[src/rtl/serial_link_pkg.sv]
package serial_link_pkg;
    typedef enum logic [1:0] {
        RX_IDLE  = 2'd0,
        RX_START = 2'd1,
        RX_BITS  = 2'd2
    } rx_state_e;

    // status bit positions (software decodes these)
    localparam int RXS_ACTIVE = 0;
    localparam int RXS_FULL   = 3;
    localparam int RXS_FRAME  = 5;
    localparam int RXS_OVR    = 6;
    localparam int RXS_PAR    = 7;
    localparam int TXS_EMPTY  = 4;
    localparam int TXS_DONE   = 5;
endpackage

[src/rtl/serial_link_tx.sv]
module serial_link_tx #(
    parameter int DATA_W = 8,
    parameter int OVS    = 8
) (
    input  logic              clk,
    input  logic              rst_n,
    input  logic              enable,
    input  logic              tick,
    input  logic              parity_odd,
    input  logic              wr_en,
    input  logic [DATA_W-1:0] wr_data,
    output logic              txd,
    output logic              tx_empty,
    output logic              tx_done
);
    localparam int FRAME_W = DATA_W + 3;
    localparam int CNT_W   = (OVS > 1) ? $clog2(OVS) : 1;
    localparam int IDX_W   = $clog2(FRAME_W);
    localparam logic [CNT_W-1:0] SUB_LAST = CNT_W'(OVS - 1);
    localparam logic [IDX_W-1:0] IDX_LAST = IDX_W'(FRAME_W - 1);

    typedef struct packed {
        logic               busy;
        logic [FRAME_W-1:0] shift;
        logic [CNT_W-1:0]   sub;
        logic [IDX_W-1:0]   idx;
        logic [DATA_W-1:0]  hold;
        logic               hold_vld;
        logic               done;
    } tx_regs_t;

    tx_regs_t tx_q, tx_d;
    logic     wr_ok;

    always_comb begin
        tx_d  = tx_q;
        wr_ok = wr_en && !tx_q.hold_vld;
        if (!enable) begin
            tx_d.busy     = 1'b0;
            tx_d.hold_vld = 1'b0;
            tx_d.done     = 1'b0;
            tx_d.sub      = '0;
            tx_d.idx      = '0;
        end else begin
            if (wr_ok) begin
                tx_d.hold     = wr_data;
                tx_d.hold_vld = 1'b1;
                tx_d.done     = 1'b0;
            end
            if (tick) begin
                if (!tx_q.busy || (tx_q.sub == SUB_LAST && tx_q.idx == IDX_LAST)) begin
                    if (tx_q.hold_vld) begin
                        tx_d.busy     = 1'b1;
                        tx_d.shift    = {1'b1, (^tx_q.hold) ^ parity_odd, tx_q.hold, 1'b0};
                        tx_d.sub      = '0;
                        tx_d.idx      = '0;
                        tx_d.hold_vld = 1'b0;
                    end else if (tx_q.busy) begin
                        tx_d.busy = 1'b0;
                        tx_d.done = !wr_ok;
                    end
                end else if (tx_q.sub == SUB_LAST) begin
                    tx_d.sub   = '0;
                    tx_d.idx   = tx_q.idx + IDX_W'(1);
                    tx_d.shift = {1'b1, tx_q.shift[FRAME_W-1:1]};
                end else begin
                    tx_d.sub = tx_q.sub + CNT_W'(1);
                end
            end
        end
    end

    always_ff @(posedge clk or negedge rst_n) begin
        if (!rst_n) begin
            tx_q <= '0;
        end else begin
            tx_q <= tx_d;
        end
    end

    assign txd      = tx_q.busy ? tx_q.shift[0] : 1'b1;
    assign tx_empty = !tx_q.hold_vld;
    assign tx_done  = tx_q.done;
endmodule

[src/rtl/serial_link_rx.sv]
module serial_link_rx
    import serial_link_pkg::*;
#(
    parameter int DATA_W = 8,
    parameter int OVS    = 8
) (
    input  logic              clk,
    input  logic              rst_n,
    input  logic              enable,
    input  logic              tick,
    input  logic              parity_odd,
    input  logic              rxd,
    input  logic              rd_en,
    input  logic              stat_rd,
    output logic [DATA_W-1:0] rx_data,
    output logic              rx_full,
    output logic              rx_active,
    output logic              par_err,
    output logic              frm_err,
    output logic              ovr_err
);
    localparam int CNT_W = (OVS > 1) ? $clog2(OVS) : 1;
    localparam int IDX_W = $clog2(DATA_W + 2);
    localparam logic [CNT_W-1:0] SUB_LAST = CNT_W'(OVS - 1);
    localparam logic [CNT_W-1:0] SUB_MID  = CNT_W'(OVS / 2 - 1);
    localparam logic [IDX_W-1:0] IDX_STOP = IDX_W'(DATA_W + 1);

    typedef struct packed {
        logic [1:0]        sync;
        rx_state_e         state;
        logic [CNT_W-1:0]  sub;
        logic [IDX_W-1:0]  idx;
        logic [DATA_W:0]   shift;
        logic [DATA_W-1:0] data;
        logic              full;
        logic              perr;
        logic              ferr;
        logic              ovr;
    } rx_regs_t;

    rx_regs_t rx_q, rx_d;
    logic     line;

    always_comb begin
        rx_d      = rx_q;
        line      = rx_q.sync[1];
        rx_d.sync = {rx_q.sync[0], rxd};
        if (rd_en) rx_d.full = 1'b0;
        if (stat_rd) begin
            rx_d.perr = 1'b0;
            rx_d.ferr = 1'b0;
            rx_d.ovr  = 1'b0;
        end
        if (!enable) begin
            rx_d.state = RX_IDLE;
        end else if (tick) begin
            case (rx_q.state)
                RX_IDLE: begin
                    if (!line) begin
                        rx_d.state = RX_START;
                        rx_d.sub   = '0;
                    end
                end
                RX_START: begin
                    if (rx_q.sub == SUB_MID) begin
                        rx_d.state = line ? RX_IDLE : RX_BITS;
                        rx_d.sub   = '0;
                        rx_d.idx   = '0;
                    end else begin
                        rx_d.sub = rx_q.sub + CNT_W'(1);
                    end
                end
                RX_BITS: begin
                    if (rx_q.sub == SUB_LAST) begin
                        rx_d.sub = '0;
                        if (rx_q.idx == IDX_STOP) begin
                            rx_d.state = RX_IDLE;
                            rx_d.data  = rx_q.shift[DATA_W-1:0];
                            rx_d.full  = 1'b1;
                            if (rx_q.full && !rd_en) rx_d.ovr = 1'b1;
                            if (!line) rx_d.ferr = 1'b1;
                            if (((^rx_q.shift[DATA_W-1:0]) ^ parity_odd) != rx_q.shift[DATA_W])
                                rx_d.perr = 1'b1;
                        end else begin
                            rx_d.shift = {line, rx_q.shift[DATA_W:1]};
                            rx_d.idx   = rx_q.idx + IDX_W'(1);
                        end
                    end else begin
                        rx_d.sub = rx_q.sub + CNT_W'(1);
                    end
                end
                default: rx_d.state = RX_IDLE;
            endcase
        end
    end

    always_ff @(posedge clk or negedge rst_n) begin
        if (!rst_n) begin
            rx_q      <= '0;
            rx_q.sync <= 2'b11;
        end else begin
            rx_q <= rx_d;
        end
    end

    assign rx_data   = rx_q.data;
    assign rx_full   = rx_q.full;
    assign rx_active = (rx_q.state != RX_IDLE);
    assign par_err   = rx_q.perr;
    assign frm_err   = rx_q.ferr;
    assign ovr_err   = rx_q.ovr;
endmodule

[src/rtl/serial_link_uart.sv]
module serial_link_uart
    import serial_link_pkg::*;
#(
    parameter int DATA_W = 8,
    parameter int OVS    = 8
) (
    input  logic              clk,
    input  logic              rst_n,
    input  logic              enable,
    input  logic              tick,
    input  logic              parity_odd,
    input  logic              wr_en,
    input  logic [DATA_W-1:0] wr_data,
    input  logic              rd_en,
    input  logic              stat_rd,
    input  logic              rxd,
    output logic              txd,
    output logic [DATA_W-1:0] rx_data,
    output logic [7:0]        tx_status,
    output logic [7:0]        rx_status
);
    logic tx_empty, tx_done;
    logic rx_full, rx_active, par_err, frm_err, ovr_err;

    serial_link_tx #(.DATA_W(DATA_W), .OVS(OVS)) u_tx (
        .clk(clk), .rst_n(rst_n), .enable(enable), .tick(tick),
        .parity_odd(parity_odd), .wr_en(wr_en), .wr_data(wr_data),
        .txd(txd), .tx_empty(tx_empty), .tx_done(tx_done)
    );

    serial_link_rx #(.DATA_W(DATA_W), .OVS(OVS)) u_rx (
        .clk(clk), .rst_n(rst_n), .enable(enable), .tick(tick),
        .parity_odd(parity_odd), .rxd(rxd), .rd_en(rd_en), .stat_rd(stat_rd),
        .rx_data(rx_data), .rx_full(rx_full), .rx_active(rx_active),
        .par_err(par_err), .frm_err(frm_err), .ovr_err(ovr_err)
    );

    always_comb begin
        tx_status            = '0;
        tx_status[TXS_EMPTY] = tx_empty;
        tx_status[TXS_DONE]  = tx_done;
        rx_status             = '0;
        rx_status[RXS_ACTIVE] = rx_active;
        rx_status[RXS_FULL]   = rx_full;
        rx_status[RXS_FRAME]  = frm_err;
        rx_status[RXS_OVR]    = ovr_err;
        rx_status[RXS_PAR]    = par_err;
    end
endmodule

[config.mk]
export PLATFORM = sky130hd
export DESIGN_NAME = serial_link_uart
export DESIGN_NICKNAME = d
export VERILOG_FILES = /design/src/rtl/serial_link_pkg.sv /design/src/rtl/serial_link_tx.sv /design/src/rtl/serial_link_rx.sv /design/src/rtl/serial_link_uart.sv
export SDC_FILE = /design/constraint.sdc
export NUM_CORES = 1
export LEC_CHECK = 0
export BUFFER_PORTS_ARGS = -buffer_cell sky130_fd_sc_hd__buf_2
export CAP_MARGIN = 20
export CORE_AREA = 2 2 77 93
export CTS_BUF_LIST = sky130_fd_sc_hd__clkbuf_4 sky130_fd_sc_hd__clkbuf_8
export CTS_CLUSTER_DIAMETER = 100
export DETAILED_ROUTE_END_ITERATION = 7
export DIE_AREA = 0 0 79 95
export GPL_ROUTABILITY_DRIVEN = 1
export PLACE_DENSITY = 0.64
export REMOVE_ABC_BUFFERS = 1
export SYNTH_ARGS = -nofsm -noshare
export SYNTH_HDL_FRONTEND = slang
export SYNTH_SLANG_ARGS = --single-unit
[constraint.sdc]
create_clock -name clk -period 1.9 [get_ports clk]
set_input_delay 0.095 -clock clk [delete_from_list [all_inputs] [get_ports clk]]
set_output_delay 0.095 -clock clk [all_outputs]
set_load 0.02 [all_outputs]
# Word level (Yosys, flattened, before mapping)
# Cells that the tools add are included.
# op_classes
muxes,41
n_eq_ne,21
reduce_logical,25
n_addsub,4
bitwise_logic,3
# ops
operator,count
2-to-1 mux 18 bit,2
2-to-1 mux 30 bit,1
2-to-1 mux 25 bit,1
2-to-1 mux 21 bit,1
2-to-1 mux 19 bit,1
2-to-1 mux 2 bit,9
XOR reduction 8 bit,2
AND reduction 5 bit,3
2-to-1 mux 13 bit,1
2-to-1 mux 12 bit,1
2-to-1 mux 3 bit,4
2-to-1 mux 4 bit,3
inequality test 3 x 2 -> 1 bit (second input constant),4
2-to-1 mux 1 bit,11
2-to-1 mux 11 bit,1
inequality test 2 x 1 -> 1 bit (second input constant),5
case mux 3 bit (3 select lines),1
adder 4 x 1 -> 4 bit (second input constant),2
equality test 4 bit (second input constant),2
case mux 4 bit (2 select lines),1
AND reduction 4 bit,2
2-to-1 mux 7 bit,1
adder 3 x 1 -> 3 bit (second input constant),2
equality test 3 bit (second input constant),2
other kinds (20),31
# totals
elab_cells,111
out_inout_bits,25
regBits,61
in_bits,17

# Logic depth before layout (Yosys ltp)
# depth
word_depth,9
ltp_mapped,8
ltp_nobuf,7

# Hierarchy
# A second synthesis with hierarchy kept.
# hier_totals
hier_cells,308
hier_area_um2,3226.8
# by_module_without_submodules
mod,area_per_inst_um2,n_inst,seq_area_each_um2,cells_per_inst
serial_link_rx,1676.6,1,803.3,156
serial_link_tx,1426.4,1,725.7,135
serial_link_uart,123.9,1,0.0,17

# Worst setup path after synthesis
# Ideal clock, no wire load.
# synth_path
path_kind,reg2reg
startpoint,register u_rx.rx_q[28] (netlist name)
endpoint,register u_rx.rx_q (netlist bit u_rx.rx_data[2])
t_required_ps,1775
t_arrival_ps,1570
stages_incl_launch_ff,7
slack_ps,205
setup_time_ps,125
path_cell_list,dfrtp_1 inv_1 ha_1 nand2_1 or3_4 buf_6 mux2_4
# synth_via
elab_chain_len,2
# synth_rtl
element,line_no,source
from (decl),serial_link_rx.sv:41,"rx_regs_t rx_q, rx_d;"
from (signal assigned),serial_link_rx.sv:102,rx_q <= rx_d;
equality test 2 bit,serial_link_rx.sv:57,case (rx_q.state)
AND reduction 5 bit (no source line),-,
# No other way between the ends.
# A chain may end at the register's enable or synchronous reset.

# Final worst setup path
# layout_path
startpoint,register u_tx.tx_q[14] (netlist name)
endpoint,register u_tx.tx_q[12] (netlist name)
# layout_via
elab_chain_len,6
# layout_rtl
element,line_no,source
from (decl),serial_link_tx.sv:32,"tx_regs_t tx_q, tx_d;"
from (signal assigned),serial_link_tx.sv:77,tx_q <= tx_d;
equality test 3 bit (*),"serial_link_tx.sv:51, serial_link_tx.sv:62",
logical AND 1 bit,serial_link_tx.sv:51,if (!tx_q.busy || (tx_q.sub == SUB_LAST && tx_q.idx == IDX_LAST)) begin
logical OR 1 bit,serial_link_tx.sv:51,
2-to-1 mux 18 bit,serial_link_tx.sv:51,
2-to-1 mux 19 bit,serial_link_tx.sv:50,if (tick) begin
2-to-1 mux 7 bit,serial_link_tx.sv:38,if (!enable) begin
# Mark *: on every way between the ends. The rest lies on a longest branch, timed or not. The select of a mux whose other input is x is not followed.

==> impl_results.md <==
* Status: finished, final reports clean
* Critical-path maximum fanout at 5
* Initial antenna violation count at 0
* CTS tree: done
* Layout area overhead at 17.40%
* Placed insts at 394
* Ys async rst share at 1.000
* Endpoints failing hold at 0
* Synth Cell Area at 3142 um2
* Seq cells post-synth at 61
* Combinational fraction of design power at 0.142
* Seq/Total Area, Yosys at 0.4867
* CP cell instances: ha_1 -> ha_1 -> inv_1 -> o21ai_1 -> or3_4 -> nor3b_1 -> a211o_1
* Global-route wire length before repair at 9.011 mm
* Clk_skew at 0.006952 ns
* Average wire per standard cell at 12.29 um
* Tmin final at 1.747 ns
* Die Y at 95 um
* Number of port buffers at 32
* Final #Nets at 362
* RSZ-0062 raised after global routing: no
* Maximum clock frequency at 0.5725 GHz
* CTS Buf Count at 9
* GRT Overall Usage at 0.1554
* Yosys warns at 0
* Layout cells sized above 1 at 0.2806
* Max-cap violations at 0
* Setup-failing EPs final at 0
* Buffer depth of the longest clock path at 2
* Largest net degree at the start of global routing at 29
* Slew @ Worst Pin at 0.6608 ns
* EDFF count, synth at 0
* Initial DRC count at 104
* Core Rows at 33
* Most numerous cell on the critical path: ha_1
* Clock share of power at 0.410
* Slew HR at 0.5595
* Post-synth top area share at 0.4699
* Via count at 2,059
* Max-slew violations at 0
* Leak at 1.811 nW
* P_int at 2.575 mW
* Critical path class: reg2reg
* Total setup buffers inserted after CTS at 0
* Vias in the first global route at 2,000
* Post-synth top area cell: dfrtp_1
* I/O pin total at 42
* Crit-path max cell delay at 0.40 ns
* Peak VDD IR at 0.6005 mV
* Die area at 7505 um2
* Final Util at 0.5514
* Post-synth cell types at 44
* Slowest cell on the critical path: dfrtp_1
* GRT Residual Overflow at 0
* Startpoint types: flip-flop
* Initial core utilization at 0.4697
* Synth Instances at 289
* Worst path arrival time at 2.03 ns
* HP Class: in2reg
* GP Congestion at 0.7951
* Sw Pwr at 0.8455 mW
* Core region area at 6689 um2
* Ant diodes at 0
* Power density over cell area at 927.3 nW/um2
* Synth Area per Inst at 10.87 um2
* Period utilization at 0.9193
* Primary FF master, synth: dfrtp_1
* Worst-path clk slew at 0.07 ns
* Via density at 4.879
* Routed Antenna Nets at 0
* Commonest non-fill, non-tap cell in the layout: dfrtp_1
* Net Sw Frac at 0.2472
* Area contributors post-synth: dfrtp_1 (47%), mux2_2 (6.8%), ha_1 (6.0%)
* # H-tree levels at 3
* WP data required at 2.18 ns
* Share of power burned in registers at 0.448
* DP HPWL at 3.714 mm
* Commonest non-fill, non-tap cells in the layout: dfrtp_1 (59), nand2_1 (32), buf_2 (32), nor2_1 (19), mux2_2 (19)
* Sink Count at 61
* Worst setup EP type: flip-flop
* Routed wire length at 5.186 mm
* DRT Pass-1 Iters at 4
* Die width at 79 um
* # DRC at 0
* CTS root buffer: clkbuf_8
* Clk_lat worst skew at 0.34 ns
* Final Instance Count excl. Fillers at 422
final cells by class:
class | count | area [um2]
inverters | 16 | 60.06
repair buffers | 52 | 352.8
multi-input cells | 190 | 1395
well taps | 87 | 108.9
flip-flops and latches | 61 | 1529
clock inverters | 6 | 111.4
clock buffers | 10 | 131.4
fillers | 609 | 3000
state kept, by name, indices dropped and copies added, names as in the netlist:
| name | flops |
|---|---|
| u_tx.tx_q | 28 |
| u_rx.rx_q | 18 |
| u_rx.rx_data | 8 |
| u_rx.frm_err | 1 |
| u_rx.line | 1 |
| u_rx.ovr_err | 1 |
| u_rx.par_err | 1 |
| u_rx.rx_d | 1 |
| u_rx.rx_full | 1 |
| u_tx.tx_done | 1 |
power groups by stage:
| stage | Sequential, mW | Combinational (mW) | Clock (mW) |
|---|---|---|---|
| 2_1_floorplan | 1.53 | 0.352 | 0 |
| 4_1_cts | 1.53 | 0.492 | 1.44 |
| 3_3_place_gp | 1.55 | 0.461 | 0 |
| 6_report | 1.53 | 0.487 | 1.40 |
| 3_5_place_dp | 1.56 | 0.468 | 0 |
| 5_1_grt | 1.55 | 0.556 | 1.51 |
cell families after synthesis:
kind of cell,Yosys count,synth area share
AND/OR/NAND/NOR,83,0.1322
AO/OA/AOI/OAI,40,0.08124
XOR/XNOR,17,0.05177
flip-flops,61,0.4867
multiplexers,26,0.09996
other,1,0.001194
adder cells (fa/ha/maj),15,0.05974
buffers and inverters,46,0.08721
stage by stage:
step	hold WS, ns	instance area (um2)	setup slack (ns)	power [mW]	setup TNS, ns
after floorplan	-0.2006	2958	-0.2876	1.885	-3.142
after global placement	0.1715	3304	0.1871	2.014	0
after detailed placement	0.1677	3304	0.1522	2.024	0
after CTS	0.006756	3667	0.1446	3.467	0
after global routing	0.03831	3689	0.007258	3.612	0
final	0.02394	3689	0.1533	3.420	0
metal layers:
| metal | track usage | part of all wire |
|---|---|---|
| met1 | 0.1962 | 0.47 |
| met2 | 0.2493 | 0.47 |
| met3 | 0.04111 | 0.039 |
| met4 | 0.07328 | 0.021 |
| met5 | 0 | 0 |
synth_stat cells, types with 4 or more instances:
cell type	instances
xnor2_1	12
o21ai_0	8
nand3_1	8
a21oi_1	6
nand2b_1	7
nand2_1	32
buf_4	24
nor2_1	19
mux2_2	19
a31oi_1	9
o22ai_1	4
o2bb2ai_1	4
inv_1	16
ha_1	15
mux2_4	6
dfrtp_1	59
xor2_1	4
repair_timing:
item | in CTS | in global routing
gates resized for setup | 0 | 4
hold buffers | 12 | 0
hold endpoints to repair | 37 | 0
setup endpoints to repair | 0 | 5
final timing paths:
check,start,to,slack [ns],cells past startpoint
worst min-delay path,enable,u_tx.tx_q[1]$_DFF_PN0_,0.02,3
worst max register to register,u_tx.tx_q[14]$_DFFE_PN0P_,u_tx.tx_q[12]$_DFFE_PN0P_,0.15,7
min in group asynchronous,rst_n,u_rx.rx_q[17]$_DFFE_PN0P_,0.32,2
max in group asynchronous,rst_n,u_tx.tx_q[20]$_DFFE_PN0P_,1.01,3
worst max-delay path,u_tx.tx_q[14]$_DFFE_PN0P_,u_tx.tx_q[12]$_DFFE_PN0P_,0.15,7
worst min register to register,u_rx.rx_d[31]$_DFF_PN1_,u_rx.line$_DFF_PN1_,0.36,0
critical path: cells and delay by family, from the launching register on:
family / cells / cell delay (ns)
flip-flops: 1 / 0.40
AND/OR/NAND/NOR: 2 / 0.57
adder cells (fa/ha/maj): 2 / 0.42
buffers and inverters: 1 / 0.09
AO/OA/AOI/OAI: 2 / 0.22
No activity file was read; power rests on OpenSTA's default activity.
